**config.mk**
```make
export PLATFORM = sky130hd
export DESIGN_NAME = aclink_tx_framer
export DESIGN_NICKNAME = d
export VERILOG_FILES = /design/src/rtl/aclink_tx_pkg.sv /design/src/rtl/aclink_frame_timer.sv /design/src/rtl/aclink_tag_builder.sv /design/src/rtl/aclink_tx_hold.sv /design/src/rtl/aclink_tx_framer.sv
export SDC_FILE = /design/constraint.sdc
export NUM_CORES = 1
export LEC_CHECK = 0
export CAP_MARGIN = 0
export CORE_MARGIN = 8
export CORE_UTILIZATION = 49
export CTS_CLUSTER_DIAMETER = 50
export DETAILED_ROUTE_END_ITERATION = 8
export PLACE_DENSITY = 0.76
export SYNTH_ARGS = -nofsm -noshare
export SYNTH_HDL_FRONTEND = slang
export SYNTH_SLANG_ARGS = --single-unit
```
**constraint.sdc**
```tcl
create_clock -name clk -period 4.4 [get_ports clk]
set_clock_uncertainty 0.05 [all_clocks]
set_input_delay 1.32 -clock clk [delete_from_list [all_inputs] [get_ports clk]]
set_output_delay 1.32 -clock clk [all_outputs]
set_load 0.01 [all_outputs]
```
**src/rtl/aclink_tx_pkg.sv**
```systemverilog
`timescale 1ns/1ps
package aclink_tx_pkg;
    localparam int unsigned NUM_SLOTS = 13;
    localparam int unsigned FIRST_PCM = 3;
    localparam int unsigned NUM_PCM   = NUM_SLOTS - FIRST_PCM;
    localparam int unsigned NUM_CH    = 2;
    localparam int unsigned CODE_W    = 2;
    localparam int unsigned MAP_W     = CODE_W * NUM_PCM;

    typedef enum logic [CODE_W-1:0] {
        SEL_OFF  = 2'b00,
        SEL_A    = 2'b01,
        SEL_B    = 2'b10,
        SEL_OFF2 = 2'b11
    } chan_sel_e;
endpackage

```
**src/rtl/aclink_frame_timer.sv**
```systemverilog
`timescale 1ns/1ps
module aclink_frame_timer
    import aclink_tx_pkg::*;
#(
    parameter int unsigned TAG_W  = 16,
    parameter int unsigned SLOT_W = 20
) (
    input  logic       clk,
    input  logic       rst_n,
    output logic       frame_edge,
    output logic       slot_load,
    output logic [3:0] slot_next,
    output logic       sync
);
    localparam int unsigned CNT_W = $clog2(SLOT_W);
    localparam logic [CNT_W-1:0] TAG_LAST  = CNT_W'(TAG_W - 1);
    localparam logic [CNT_W-1:0] SLOT_LAST = CNT_W'(SLOT_W - 1);
    localparam logic [3:0]       LAST_SLOT = 4'(NUM_SLOTS - 1);

    typedef struct packed {
        logic [3:0]       slot;
        logic [CNT_W-1:0] bit_i;
        logic             sync;
    } tmr_t;

    tmr_t t_q, t_d;
    logic last_bit;

    always_comb begin
        t_d      = t_q;
        last_bit = (t_q.slot == 4'd0) ? (t_q.bit_i == TAG_LAST) : (t_q.bit_i == SLOT_LAST);
        if (last_bit) begin
            t_d.bit_i = '0;
            t_d.slot  = (t_q.slot == LAST_SLOT) ? 4'd0 : t_q.slot + 4'd1;
        end else begin
            t_d.bit_i = t_q.bit_i + 1'b1;
        end
        t_d.sync = ((t_d.slot == 4'd0) && (t_d.bit_i < TAG_LAST)) ||
                   ((t_d.slot == LAST_SLOT) && (t_d.bit_i == SLOT_LAST));
    end

    always_ff @(posedge clk) begin
        if (!rst_n) begin
            t_q.slot  <= LAST_SLOT;
            t_q.bit_i <= CNT_W'(SLOT_W - 2);
            t_q.sync  <= 1'b0;
        end else begin
            t_q <= t_d;
        end
    end

    assign frame_edge = last_bit && (t_q.slot == LAST_SLOT);
    assign slot_load  = last_bit;
    assign slot_next  = t_d.slot;
    assign sync       = t_q.sync;
endmodule

```
**src/rtl/aclink_tag_builder.sv**
```systemverilog
`timescale 1ns/1ps
module aclink_tag_builder
    import aclink_tx_pkg::*;
#(
    parameter int unsigned TAG_W = 16
) (
    input  logic [MAP_W-1:0]  slot_map,
    input  logic [NUM_CH-1:0] ch_full,
    input  logic              cmd_pending,
    output logic [TAG_W-1:0]  tag
);
    always_comb begin
        logic [NUM_CH-1:0] seen;
        logic [CODE_W-1:0] code;
        tag  = '0;
        seen = '0;
        code = '0;
        tag[TAG_W-2] = cmd_pending;
        tag[TAG_W-3] = cmd_pending;
        for (int i = 0; i < int'(NUM_PCM); i++) begin
            code = slot_map[CODE_W*i +: CODE_W];
            for (int c = 0; c < int'(NUM_CH); c++) begin
                if (code == CODE_W'(c + 1)) begin
                    if (ch_full[c] && !seen[c]) begin
                        tag[TAG_W-1-int'(FIRST_PCM)-i] = 1'b1;
                    end
                    seen[c] = 1'b1;
                end
            end
        end
        tag[TAG_W-1] = |tag[TAG_W-2:0];
    end
endmodule

```
**src/rtl/aclink_tx_hold.sv**
```systemverilog
`timescale 1ns/1ps
module aclink_tx_hold #(
    parameter int unsigned W = 20
) (
    input  logic         clk,
    input  logic         rst_n,
    input  logic         in_valid,
    input  logic [W-1:0] in_data,
    output logic         in_ready,
    input  logic         take,
    output logic         full,
    output logic [W-1:0] data
);
    typedef struct packed {
        logic         full;
        logic [W-1:0] data;
    } hold_t;

    hold_t h_q, h_d;

    always_comb begin
        h_d = h_q;
        if (in_valid && !h_q.full) begin
            h_d.full = 1'b1;
            h_d.data = in_data;
        end else if (take) begin
            h_d.full = 1'b0;
        end
    end

    always_ff @(posedge clk) begin
        if (!rst_n) begin
            h_q <= '0;
        end else begin
            h_q <= h_d;
        end
    end

    assign in_ready = !h_q.full;
    assign full     = h_q.full;
    assign data     = h_q.data;
endmodule

```
**src/rtl/aclink_tx_framer.sv**
```systemverilog
`timescale 1ns/1ps
module aclink_tx_framer
    import aclink_tx_pkg::*;
#(
    parameter int unsigned TAG_W  = 16,
    parameter int unsigned SLOT_W = 20
) (
    input  logic                     clk,
    input  logic                     rst_n,
    input  logic [MAP_W-1:0]         slot_map,
    input  logic                     cmd_valid,
    input  logic [SLOT_W-1:0]        cmd_addr,
    input  logic [SLOT_W-1:0]        cmd_data,
    output logic                     cmd_ready,
    input  logic [NUM_CH-1:0]        pcm_valid,
    input  logic [NUM_CH*SLOT_W-1:0] pcm_data,
    output logic [NUM_CH-1:0]        pcm_ready,
    output logic                     ac_sync,
    output logic                     ac_sdata
);
    typedef struct packed {
        logic [TAG_W-1:0]  tag;
        logic [MAP_W-1:0]  map;
        logic [SLOT_W-1:0] addr;
        logic [SLOT_W-1:0] data;
        logic [SLOT_W-1:0] shreg;
    } frame_t;

    frame_t f_q, f_d;

    logic                           frame_edge;
    logic                           slot_load;
    logic [3:0]                     slot_next;
    logic [TAG_W-1:0]               tag_new;
    logic [NUM_CH-1:0]              full_w;
    logic [NUM_CH-1:0]              take_d;
    logic [NUM_CH-1:0][SLOT_W-1:0]  hold_q;

    aclink_frame_timer #(.TAG_W(TAG_W), .SLOT_W(SLOT_W)) u_timer (
        .clk        (clk),
        .rst_n      (rst_n),
        .frame_edge (frame_edge),
        .slot_load  (slot_load),
        .slot_next  (slot_next),
        .sync       (ac_sync)
    );

    aclink_tag_builder #(.TAG_W(TAG_W)) u_tag (
        .slot_map    (slot_map),
        .ch_full     (full_w),
        .cmd_pending (cmd_valid),
        .tag         (tag_new)
    );

    for (genvar c = 0; c < int'(NUM_CH); c++) begin : g_hold
        aclink_tx_hold #(.W(SLOT_W)) u_hold (
            .clk      (clk),
            .rst_n    (rst_n),
            .in_valid (pcm_valid[c]),
            .in_data  (pcm_data[c*SLOT_W +: SLOT_W]),
            .in_ready (pcm_ready[c]),
            .take     (take_d[c]),
            .full     (full_w[c]),
            .data     (hold_q[c])
        );
    end

    // Slot content is chosen at each slot boundary; the shift register
    // then walks it out one bit per clock, MSB first.
    always_comb begin
        logic [SLOT_W-1:0] word;
        logic [CODE_W-1:0] code;
        int                s;
        f_d    = f_q;
        take_d = '0;
        word   = '0;
        code   = '0;
        s      = int'(slot_next);
        if (slot_load) begin
            if (frame_edge) begin
                f_d.tag  = tag_new;
                f_d.map  = slot_map;
                f_d.addr = cmd_valid ? cmd_addr : '0;
                f_d.data = cmd_valid ? cmd_data : '0;
                word     = SLOT_W'(tag_new) << (SLOT_W - TAG_W);
            end else if (s == 1) begin
                word = f_q.addr;
            end else if (s == 2) begin
                word = f_q.data;
            end else begin
                code = f_q.map[CODE_W*(s-int'(FIRST_PCM)) +: CODE_W];
                if (f_q.tag[TAG_W-1-s]) begin
                    for (int c = 0; c < int'(NUM_CH); c++) begin
                        if (code == CODE_W'(c + 1)) begin
                            word      = hold_q[c];
                            take_d[c] = 1'b1;
                        end
                    end
                end
            end
            f_d.shreg = word;
        end else begin
            f_d.shreg = f_q.shreg << 1;
        end
    end

    always_ff @(posedge clk) begin
        if (!rst_n) begin
            f_q <= '0;
        end else begin
            f_q <= f_d;
        end
    end

    assign cmd_ready = frame_edge;
    assign ac_sdata  = f_q.shreg[SLOT_W-1];
endmodule

```
After elaboration in Yosys (flattened, before gate mapping)
Cells that the tools add are included.
{ "totals": {"in_bits": 105, "register_bits": 145, "latch_bits": 0, "elab_cells": 186, "ram_bits": 0, "memories": 0, "mem_bits_ro": 0} }
{ "classes": {"n_eq_ne": 29, "n_bitwise": 2, "shifts": 1, "muxes": 84, "addsub": 4, "n_reduce_logical": 51, "mul": 0, "magnitude_cmp": 2, "div_mod_pow": 0} }
{ "ops": {"columns": ["op", "count"], "rows": [
  ["$mux W20", 9],
  ["$mux W1", 66],
  ["$shiftx A20 B33 Y2", 1],
  ["$lt A32 B5 Y1 const B", 1],
  ["$logic_and A1 B1 Y1", 23],
  ["$eq A2 B1 Y1 const B", 11],
  ["$eq A2 B2 Y1 const B", 11],
  ["$logic_not A1 Y1", 20],
  ["$reduce_or A11 Y1", 1],
  ["$eq A5 B5 Y1 const B", 2],
  ["$mux W2", 5],
  ["$eq A4 B4 Y1 const B", 2],
  ["$logic_not A4 Y1", 2],
  ["$mux W4", 2],
  ["$add A5 B1 Y5 const B", 1],
  ["$eq A5 B4 Y1 const B", 1],
  ["$lt A5 B4 Y1 const B", 1],
  ["$mux W5", 1],
  ["$sub A4 B2 Y5 const B", 1],
  ["$sub A4 B4 Y5 const A", 1],
  ["$add A4 B1 Y4 const B", 1],
  ["$bmux W1 S4", 1],
  ["$eq A4 B2 Y1 const B", 1],
  ["$eq A4 B3 Y1 const B", 1],
  ["5 further kinds", 7]
]} }

Depth between registers and ports, before layout
Gate-level depths: netlist (run 1).
{ "depth": {"ltp_word": 19, "ltp_mapped": 16} }

Cells and area by module
From an unflattened synthesis (run 1), not the netlist that was laid out.
{ "unflattened": {"hier_cells": 925, "hier_area_um2": 7703.6} }
{ "modules_own_cells": {"columns": ["module", "cells_each", "area_each_um2", "n_inst"], "rows": [
  ["aclink_tx_framer", 587, 4773.3, 1],
  ["aclink_tx_hold", 92, 857.1, 2],
  ["aclink_frame_timer", 81, 674.4, 1],
  ["aclink_tag_builder", 73, 541.8, 1]
]} }

Least setup slack after synthesis (run 1)
Ideal clock, no wire load.
{ "synth_path": {"path_kind": "register to register", "start": "reg u_timer.t_q[6] in the netlist's numbering", "end": "reg f_q[11] in the netlist's numbering", "arrival_time_ps": 4007, "slack_ps": 205, "path_stages_with_launch": 15, "setup_time_ps": 138, "required_ps": 4212, "period_less_slack_ps": 4195, "cell_sequence": "dfxtp_1 inv_1 ha_1 nor3b_4 mux2i_4 mux2i_2 inv_1 ha_1 or3_1 a211oi_1 o21ai_0 a2bb2oi_1 a211o_2 buf_2 o221ai_1"} }
{ "synth_between": {"elab_chain_cells": 13, "word_cells_on_any_way": 23, "classes_between": "add/sub (3); eq/ne (5); shift (1); mux (12); reduce/logical (2)"} }
{ "synth_rtl": {"columns": ["item", "line", "rtl"], "rows": [
  ["from (decl)", "aclink_frame_timer.sv:26", "tmr_t t_q, t_d;"],
  ["from (signal assigned)", "aclink_frame_timer.sv:48", "t_q <= t_d;"],
  ["$add A4 B1 Y4 (tied with other cells)", "aclink_frame_timer.sv:34", "t_d.slot = (t_q.slot == LAST_SLOT) ? 4'd0 : t_q.slot + 4'd1;"],
  ["$mux W4 or $mux W1 (tied branches)", "aclink_frame_timer.sv:34, aclink_frame_timer.sv:31", null],
  ["$mux W4 *", "aclink_frame_timer.sv:32", "if (last_bit) begin"],
  ["named net slot_next[1]", "aclink_tx_framer.sv:33", "logic [3:0] slot_next;"],
  ["$sub A4 B2 Y5", "aclink_tx_framer.sv:91", "code = f_q.map[CODE_W*(s-int'(FIRST_PCM)) +: CODE_W];"],
  ["$shiftx A20 B33 Y2", "aclink_tx_framer.sv:91", null],
  ["$eq A2 B1 Y1", "aclink_tx_framer.sv:94", "if (code == CODE_W'(c + 1)) begin"],
  ["$mux W20 (2 in a row)", "aclink_tx_framer.sv:94", null],
  ["$mux W20", "aclink_tx_framer.sv:92", "if (f_q.tag[TAG_W-1-s]) begin"],
  ["$mux W20", "aclink_tx_framer.sv:88", "end else if (s == 2) begin"],
  ["$mux W20 *", "aclink_tx_framer.sv:86", "end else if (s == 1) begin"],
  ["$mux W20 *", "aclink_tx_framer.sv:80", "if (frame_edge) begin"],
  ["$mux W20 *", "aclink_tx_framer.sv:79", "if (slot_load) begin"],
  ["to (signal assigned)", "aclink_tx_framer.sv:109", "f_q <= '0;"],
  ["to (signal assigned)", "aclink_tx_framer.sv:111", "f_q <= f_d;"],
  ["to (decl)", "aclink_tx_framer.sv:29", "frame_t f_q, f_d;"]
]} }
The timed path passes the listed nets; every way through them passes the cells marked *. The select of a mux whose other input is x is not followed.
A chain may end at the register's enable or synchronous reset.

Worst setup path in the final report (run 1)
{ "layout_path": {"start": "reg u_timer.t_q[6] in the netlist's numbering", "end": "out cmd_ready"} }
{ "layout_between": {"elab_chain_cells": 3, "word_cells_on_any_way": 4, "classes_between": "eq/ne (1); mux (1); reduce/logical (2)"} }
{ "layout_rtl": {"columns": ["item", "line", "rtl"], "rows": [
  ["$logic_not A4 Y1", "aclink_frame_timer.sv:31", "last_bit = (t_q.slot == 4'd0) ? (t_q.bit_i == TAG_LAST) : (t_q.bit_i == SLOT_LAST);"],
  ["$mux W1", "aclink_frame_timer.sv:31", null],
  ["$logic_and A1 B1 Y1 *", "aclink_frame_timer.sv:52", "assign frame_edge = last_bit && (t_q.slot == LAST_SLOT);"],
  ["to (decl)", "aclink_tx_framer.sv:14", "output logic cmd_ready,"]
]} }
Mark *: on every way between the ends. The rest lies on a longest branch, timed or not.

==> impl_metrics.env, run 1 <==
export IMPL_clock_sinks=144
export IMPL_wire_per_inst_um=18.1
export IMPL_criticalPathCategory="reg -> out"
export IMPL_irDropWorstVdd_mv=0.334
export IMPL_yosys_register_bits=144
export IMPL_num_vias=6962
export IMPL_critPathLaunch="u_timer.t_q[6]$_SDFF_PN0_"
export IMPL_nNetsFinal=1098
export IMPL_crit_fanout=12
export IMPL_antenna_found_initial=0
export IMPL_hold_viol=0
export IMPL_setup_viol=0
export IMPL_r2r_slack_ns=0.24
export IMPL_cts_root_buf="clkbuf_16"
export IMPL_grt_pass1_vias=6380
export IMPL_min_from="f_q[37]$_SDFFE_PN0P_"
export IMPL_cts_max_path_buffers=2
export IMPL_yosys_area_top_type="dfxtp_1"
export IMPL_fin_crit_sh_pct=96.5
export IMPL_areaGrowthSynthToFinish_pct=25.6
export IMPL_ys_top_cells_by_count="221 x nand2_1, 144 x dfxtp_1, 105 x a21boi_0, 55 x clkbuf_1, 52 x nand3_1"
export IMPL_yosysSeqAreaShare_pct=39.3
export IMPL_io_pins=110
export IMPL_p_sw_share_pct=37.9
export IMPL_synth_distinct_cells=69
export IMPL_synth_top_area_share_pct=39.3
export IMPL_pwr_share_comb_pct=40.4
export IMPL_p_clk_share_pct=27.9
export IMPL_gr_usage_all_layers_pct=21.5
export IMPL_route_detailed_drc=0
export IMPL_hold_class="reg -> reg"
export IMPL_p_leak_nw=3.24
export IMPL_maxCapViolCount=0
export IMPL_diodes=0
export IMPL_drive_above_1_share_pct=8.43
export IMPL_crit_end="cmd_ready"
export IMPL_multiInputGateArea_sq_mm=0.00412
export IMPL_cts_buffers=17
export IMPL_async_flop_share_pct=0
export IMPL_core_sq_mm=0.0146
export IMPL_whs_ns=0.411
export IMPL_p_int_mw=3.24
export IMPL_syn_area_per_cell_sq_um=8.19
export IMPL_die_h_um=138
export IMPL_switchingPower_mw=1.98
export IMPL_tightest_slew_ns=0.793
export IMPL_crit_required_ns=3.03
export IMPL_hold_buffers=0
export IMPL_drtIter0Drc=653
export IMPL_die_x_um=138
export IMPL_slew_viol_final=0
export IMPL_status="finished, final reports clean"
export IMPL_synth_nets=1010
export IMPL_fp_dieArea_sq_mm=0.0192
export IMPL_cts_htree_levels=4
export IMPL_synthFlopType="dfxtp_1"
export IMPL_fillers=1292
export IMPL_worst_ep_arrival_time_ns=2.88
export IMPL_worst_r2r_path_depth=14
export IMPL_grt_overflow=0
export IMPL_setup_slack_ns=0.152
export IMPL_startpoint_type="flop"
export IMPL_r2r_start="u_timer.t_q[6]$_SDFF_PN0_"
export IMPL_synth_most_common_cell="nand2_1"
export IMPL_netlist_area_sq_mm=0.00734
export IMPL_period_needed_ns=4.25
export IMPL_firstDrtPassIters=5
export IMPL_numPortBuffers=109
export IMPL_finalSetupTns_ns=0
export IMPL_cts_tree="done"
export IMPL_vias_per_cell=5.90
export IMPL_place_congestion=0.912
export IMPL_max_freq_mhz=235
export IMPL_row_count=44
export IMPL_r2r_end="f_q[4]$_SDFF_PN0_"
export IMPL_clk_latency_ns=0.42
export IMPL_synth_edf_count=0
export IMPL_relSlewSlack_pct=47.0
export IMPL_synth_area_leaders="dfxtp_1 39%, nand2_1 11%, a21boi_0 11%, nand3_1 3.5%, o211ai_1 3.4%"
export IMPL_initial_core_util_pct=50.3
export IMPL_grt_pass1_wl_mm=34.0
export IMPL_power_density_mw_per_mm2=566
export IMPL_synthCells=897
export IMPL_grt_max_degree=82
export IMPL_drtAntennaViolNets=0
export IMPL_crit_path_end_kind="output pin"
export IMPL_dp_worst_setup_slack_ns=0.200
export IMPL_clkTransAtPathRegs_ns=0.06
export IMPL_ys_warnings_count=0
export IMPL_routed_wl_mm=21.4
export IMPL_regArea_sq_mm=0.00288
export IMPL_power_total_mw=5.22
export IMPL_grt_setup_unrepaired="no"
export IMPL_sequentialPowerShare_pct=31.6
export IMPL_hpwlAfterDp_mm=15.2
[timing repair]
item,4_1_cts,5_1_grt
setup endpoints to repair,0,20
gates resized for setup,0,1
setup buffers,0,4
[power by group through the flow]
stage	registers, mW	logic [mW]	clock network [mW]
after floorplan	1.60	1.42	0
final	1.65	2.11	1.46
after global placement	1.67	2.02	0
after CTS	1.65	2.06	1.47
after global routing	1.67	2.28	1.52
after detailed placement	1.67	2.04	0
[critical path: stages, from the launching register on]
cell	delay (ns)
dfxtp_1	0.33
inv_1	0.15
ha_1	0.31
nor3b_4	0.35
mux2i_4	0.37
buf_4	0.25
nand2_2	0.09
inv_2	0.07
clkdlybuf4s50_1	0.53
[metal layers]
layer  vias to the layer above  GRT usage, %  part of all wire [%]
li1                       3385             -                     -
met1                      3292          31.9                    49
met2                       265          30.3                    42
met3                        20          5.00                   7.6
met4                         0          5.61                   1.2
met5                         -             0                     0
[cell type report]
cell class              instances  area share [%]
multi-input cells             665            44.6
clock inverters                 4           0.787
flip-flops and latches        144            31.3
repair buffers                137            14.2
well taps                     184            2.50
clock buffers                  26            5.74
inverters                      20           0.868
[stage by stage]
stage / cells / instance area, sq um / util [%]
floorplan: 897 / 7340 / -
global placement: 1146 / 8590 / 58.9
detailed placement: 1146 / 8590 / 58.9
CTS: 1176 / 9190 / 63.0
global route: 1180 / 9220 / 63.2
finish: 1180 / 9220 / 63.2
[sequential cells by signal, indices dropped and copies added, names as in the netlist]
name / count
g_hold.u_hold.full: 2
ac_sdata: 1
u_timer.t_q: 9
u_timer.sync: 1
g_hold.u_hold.data: 40
f_q: 91
[cell families (layout without fill, tap and decap cells)]
family | count (synthesis) | count (layout) | share of synthesized area (%)
AND/OR/NAND/NOR | 365 | 365 | 22.8
adder cells (fa/ha/maj) | 8 | 8 | 1.36
buffers and inverters | 88 | 187 | 4.86
AO/OA/AOI/OAI | 273 | 273 | 27.9
multiplexers | 16 | 16 | 3.48
XOR/XNOR | 3 | 3 | 0.358
flip-flops | 144 | 144 | 39.3
[placed cells by master (no fill, tap or decap), drive strengths merged, types with 14 or more instances in the layout]
cell / n
a21boi: 106
clkdlybuf4s50: 108
o211ai: 34
nand3: 52
o221ai: 15
inv: 20
dfxtp: 144
nor2b: 16
clkbuf: 26
nor2: 23
nand2: 221
o21ai: 32
a21oi: 14
buf: 29
[worst min-delay path by stage]
stage | cells past startpoint | slack [ns] | end
final | 2 | 0.41 | f_q[37]$_SDFFE_PN0P_
after global routing | 2 | 0.44 | f_q[29]$_SDFFE_PN0P_
after CTS | 2 | 0.41 | f_q[37]$_SDFFE_PN0P_
after detailed placement | 2 | 0.41 | f_q[83]$_SDFFE_PN0P_
after global placement | 2 | 0.40 | f_q[83]$_SDFFE_PN0P_
after floorplan | 2 | 0.39 | f_q[83]$_SDFFE_PN0P_
Note: power is estimated with default switching activity, not from simulation.
==> run 2, diff against run 1 <==
- CORE_UTILIZATION: 49 -> 51
- CTS_BUF_LIST: not set -> sky130_fd_sc_hd__clkbuf_4 sky130_fd_sc_hd__clkbuf_8
- CTS_CLUSTER_SIZE: not set -> 12
- PLACE_DENSITY: 0.76 -> 0.79
==> impl_metrics.env, run 2 (synthesized netlist as in run 1, its figures left out) <==
export IMPL_clkTransAtPathRegs_ns=0.08
export IMPL_cts_tree="done"
export IMPL_relSlewSlack_pct=44.1
export IMPL_top_register="f_q"
export IMPL_worst_ep_arrival_time_ns=2.88
export IMPL_hold_viol=0
export IMPL_p_int_mw=2.81
export IMPL_whs_ns=0.415
export IMPL_dpl_cell_area_sq_mm=0.00854
export IMPL_die_x_um=136
export IMPL_criticalPathCategory="reg -> out"
export IMPL_drtIter0Drc=865
export IMPL_status="finished, final reports clean"
export IMPL_min_path_cells=2
export IMPL_core_sq_mm=0.0143
export IMPL_final_area_sq_mm=0.00898
export IMPL_irDropWorstVdd_mv=0.250
export IMPL_cts_max_path_buffers=2
export IMPL_place_congestion=0.953
export IMPL_initial_core_util_pct=51.3
export IMPL_r2r_start="u_timer.t_q[6]$_SDFF_PN0_"
export IMPL_firstDrtPassIters=5
export IMPL_pwr_share_comb_pct=42.3
export IMPL_grt_max_degree=82
export IMPL_io_pins=110
export IMPL_mostFrequentLayoutCells="220 x nand2_1, 144 x dfxtp_1, 108 x clkdlybuf4s50_1, 105 x a21boi_0, 52 x nand3_1"
export IMPL_cts_buffers=17
export IMPL_row_count=44
export IMPL_crit_required_ns=3.03
export IMPL_crit_path_end_kind="output pin"
export IMPL_fin_crit_sh_pct=96.6
export IMPL_tightest_slew_ns=0.837
export IMPL_sequentialPowerShare_pct=34.4
export IMPL_layout_commonest_cell="nand2_1"
export IMPL_setup_viol=0
export IMPL_min_to="f_q[83]$_SDFFE_PN0P_"
export IMPL_vias_per_cell=5.89
export IMPL_worst_r2r_path_depth=14
export IMPL_num_vias=6909
export IMPL_min_from="f_q[83]$_SDFFE_PN0P_"
export IMPL_numPortBuffers=109
export IMPL_p_sw_share_pct=41.3
export IMPL_antenna_found_initial=0
export IMPL_nNetsFinal=1091
export IMPL_grt_pass1_vias=6438
export IMPL_die_h_um=136
export IMPL_hpwlAfterDp_mm=15.4
export IMPL_max_freq_mhz=235
export IMPL_routed_wl_mm=21.3
export IMPL_wire_per_inst_um=18.2
export IMPL_drive_above_1_share_pct=8.18
export IMPL_switchingPower_mw=1.98
export IMPL_r2r_slack_ns=0.20
export IMPL_crit_fanout=13
export IMPL_areaGrowthSynthToFinish_pct=22.3
export IMPL_r2r_end="f_q[10]$_SDFF_PN0_"
export IMPL_grt_pass1_wl_mm=34.3
export IMPL_cts_htree_levels=4
export IMPL_hold_class="reg -> reg"
export IMPL_clk_latency_ns=0.46
export IMPL_maxCapViolCount=0
export IMPL_cts_root_buf="clkbuf_8"
export IMPL_power_density_mw_per_mm2=534
export IMPL_gr_usage_all_layers_pct=23.4
export IMPL_finalCoreUtilization_pct=62.7
export IMPL_hold_buffers=0
export IMPL_clock_sinks=144
export IMPL_startpoint_type="flop"
export IMPL_fp_dieArea_sq_mm=0.0185
export IMPL_largest_reg_flops=91
export IMPL_slew_viol_final=0
export IMPL_route_detailed_drc=0
export IMPL_diodes=0
export IMPL_p_clk_share_pct=23.3
export IMPL_drtAntennaViolNets=0
export IMPL_period_needed_ns=4.25
export IMPL_p_leak_nw=3.10
export IMPL_grt_overflow=0
-- run 2: changes by cell type in the layout (fill, tap and decap cells not counted), sizes merged --
cell,change
buf,-7
bufinv,+1
clkbuf,-9
clkinv,+2
clkinvlp,+3
inv,+4
-- run 2: critical path: stages, from the launching register on --
cell             delay [ns]
dfxtp_1                0.34
inv_1                  0.15
ha_2                   0.28
nor3b_4                0.30
mux2i_4                0.38
buf_4                  0.27
nand2_2                0.08
inv_2                  0.08
clkdlybuf4s50_1        0.53
-- run 2: stage by stage --
| step | std cells | total power, mW | setup WS, ns | TNS, ns |
|---|---|---|---|---|
| floorplan | 897 | 3.03 | 0.205 | 0 |
| global placement | 1141 | 3.61 | 0.238 | 0 |
| detailed placement | 1141 | 3.64 | 0.141 | 0 |
| CTS | 1172 | 4.75 | 0.0543 | 0 |
| global route | 1174 | 5.06 | -0.0107 | -0.0107 |
| finish | 1174 | 4.79 | 0.151 | 0 |
-- run 2: layout make-up --
class | count | area, sq um
clock buffers | 17 | 234
clock inverters | 14 | 184
fillers | 1250 | 5340
inverters | 20 | 80.1
multi-input cells | 665 | 4120
flip-flops and latches | 144 | 2880
well taps | 184 | 230
repair buffers | 130 | 1250
-- run 2: worst max path at each step --
stage / from / to / slack, ns / depth (start not counted)
2_1_floorplan: u_timer.t_q[6]$_SDFF_PN0_ / f_q[11]$_SDFF_PN0_ / 0.20 / 14
3_3_place_gp: u_timer.t_q[6]$_SDFF_PN0_ / f_q[10]$_SDFF_PN0_ / 0.24 / 14
3_5_place_dp: u_timer.t_q[6]$_SDFF_PN0_ / f_q[10]$_SDFF_PN0_ / 0.14 / 14
4_1_cts: u_timer.t_q[6]$_SDFF_PN0_ / cmd_ready / 0.05 / 8
5_1_grt: u_timer.t_q[6]$_SDFF_PN0_ / f_q[10]$_SDFF_PN0_ / -0.01 / 14
6_report: u_timer.t_q[6]$_SDFF_PN0_ / cmd_ready / 0.15 / 8
-- run 2: metal layers --
| metal | GRT usage [%] | part of all wire, % |
|---|---|---|
| met1 | 34.8 | 46 |
| met2 | 32.1 | 42 |
| met3 | 5.47 | 10 |
| met4 | 7.38 | 1.7 |
| met5 | 0 | 0 |
-- run 2: power groups by stage --
stage / Clock, mW / Combinational (mW) / Sequential [mW]
final: 1.12 / 2.03 / 1.65
after global routing: 1.18 / 2.21 / 1.67
after CTS: 1.13 / 1.98 / 1.64
after detailed placement: 0 / 1.97 / 1.67
after global placement: 0 / 1.94 / 1.67
after floorplan: 0 / 1.42 / 1.60
-- run 2: repair_timing --
item                                   CTS  global route
setup endpoints to repair                0            23
gates resized for setup                  0             2
buffers inserted                         0             2
endpoints found under the hold margin    0             0
==> run 3, diff against run 2 <==
- SLEW_MARGIN: not set -> 20
==> results of run 3 <==
Final layout, timing and power as in run 2 (identical DEF).
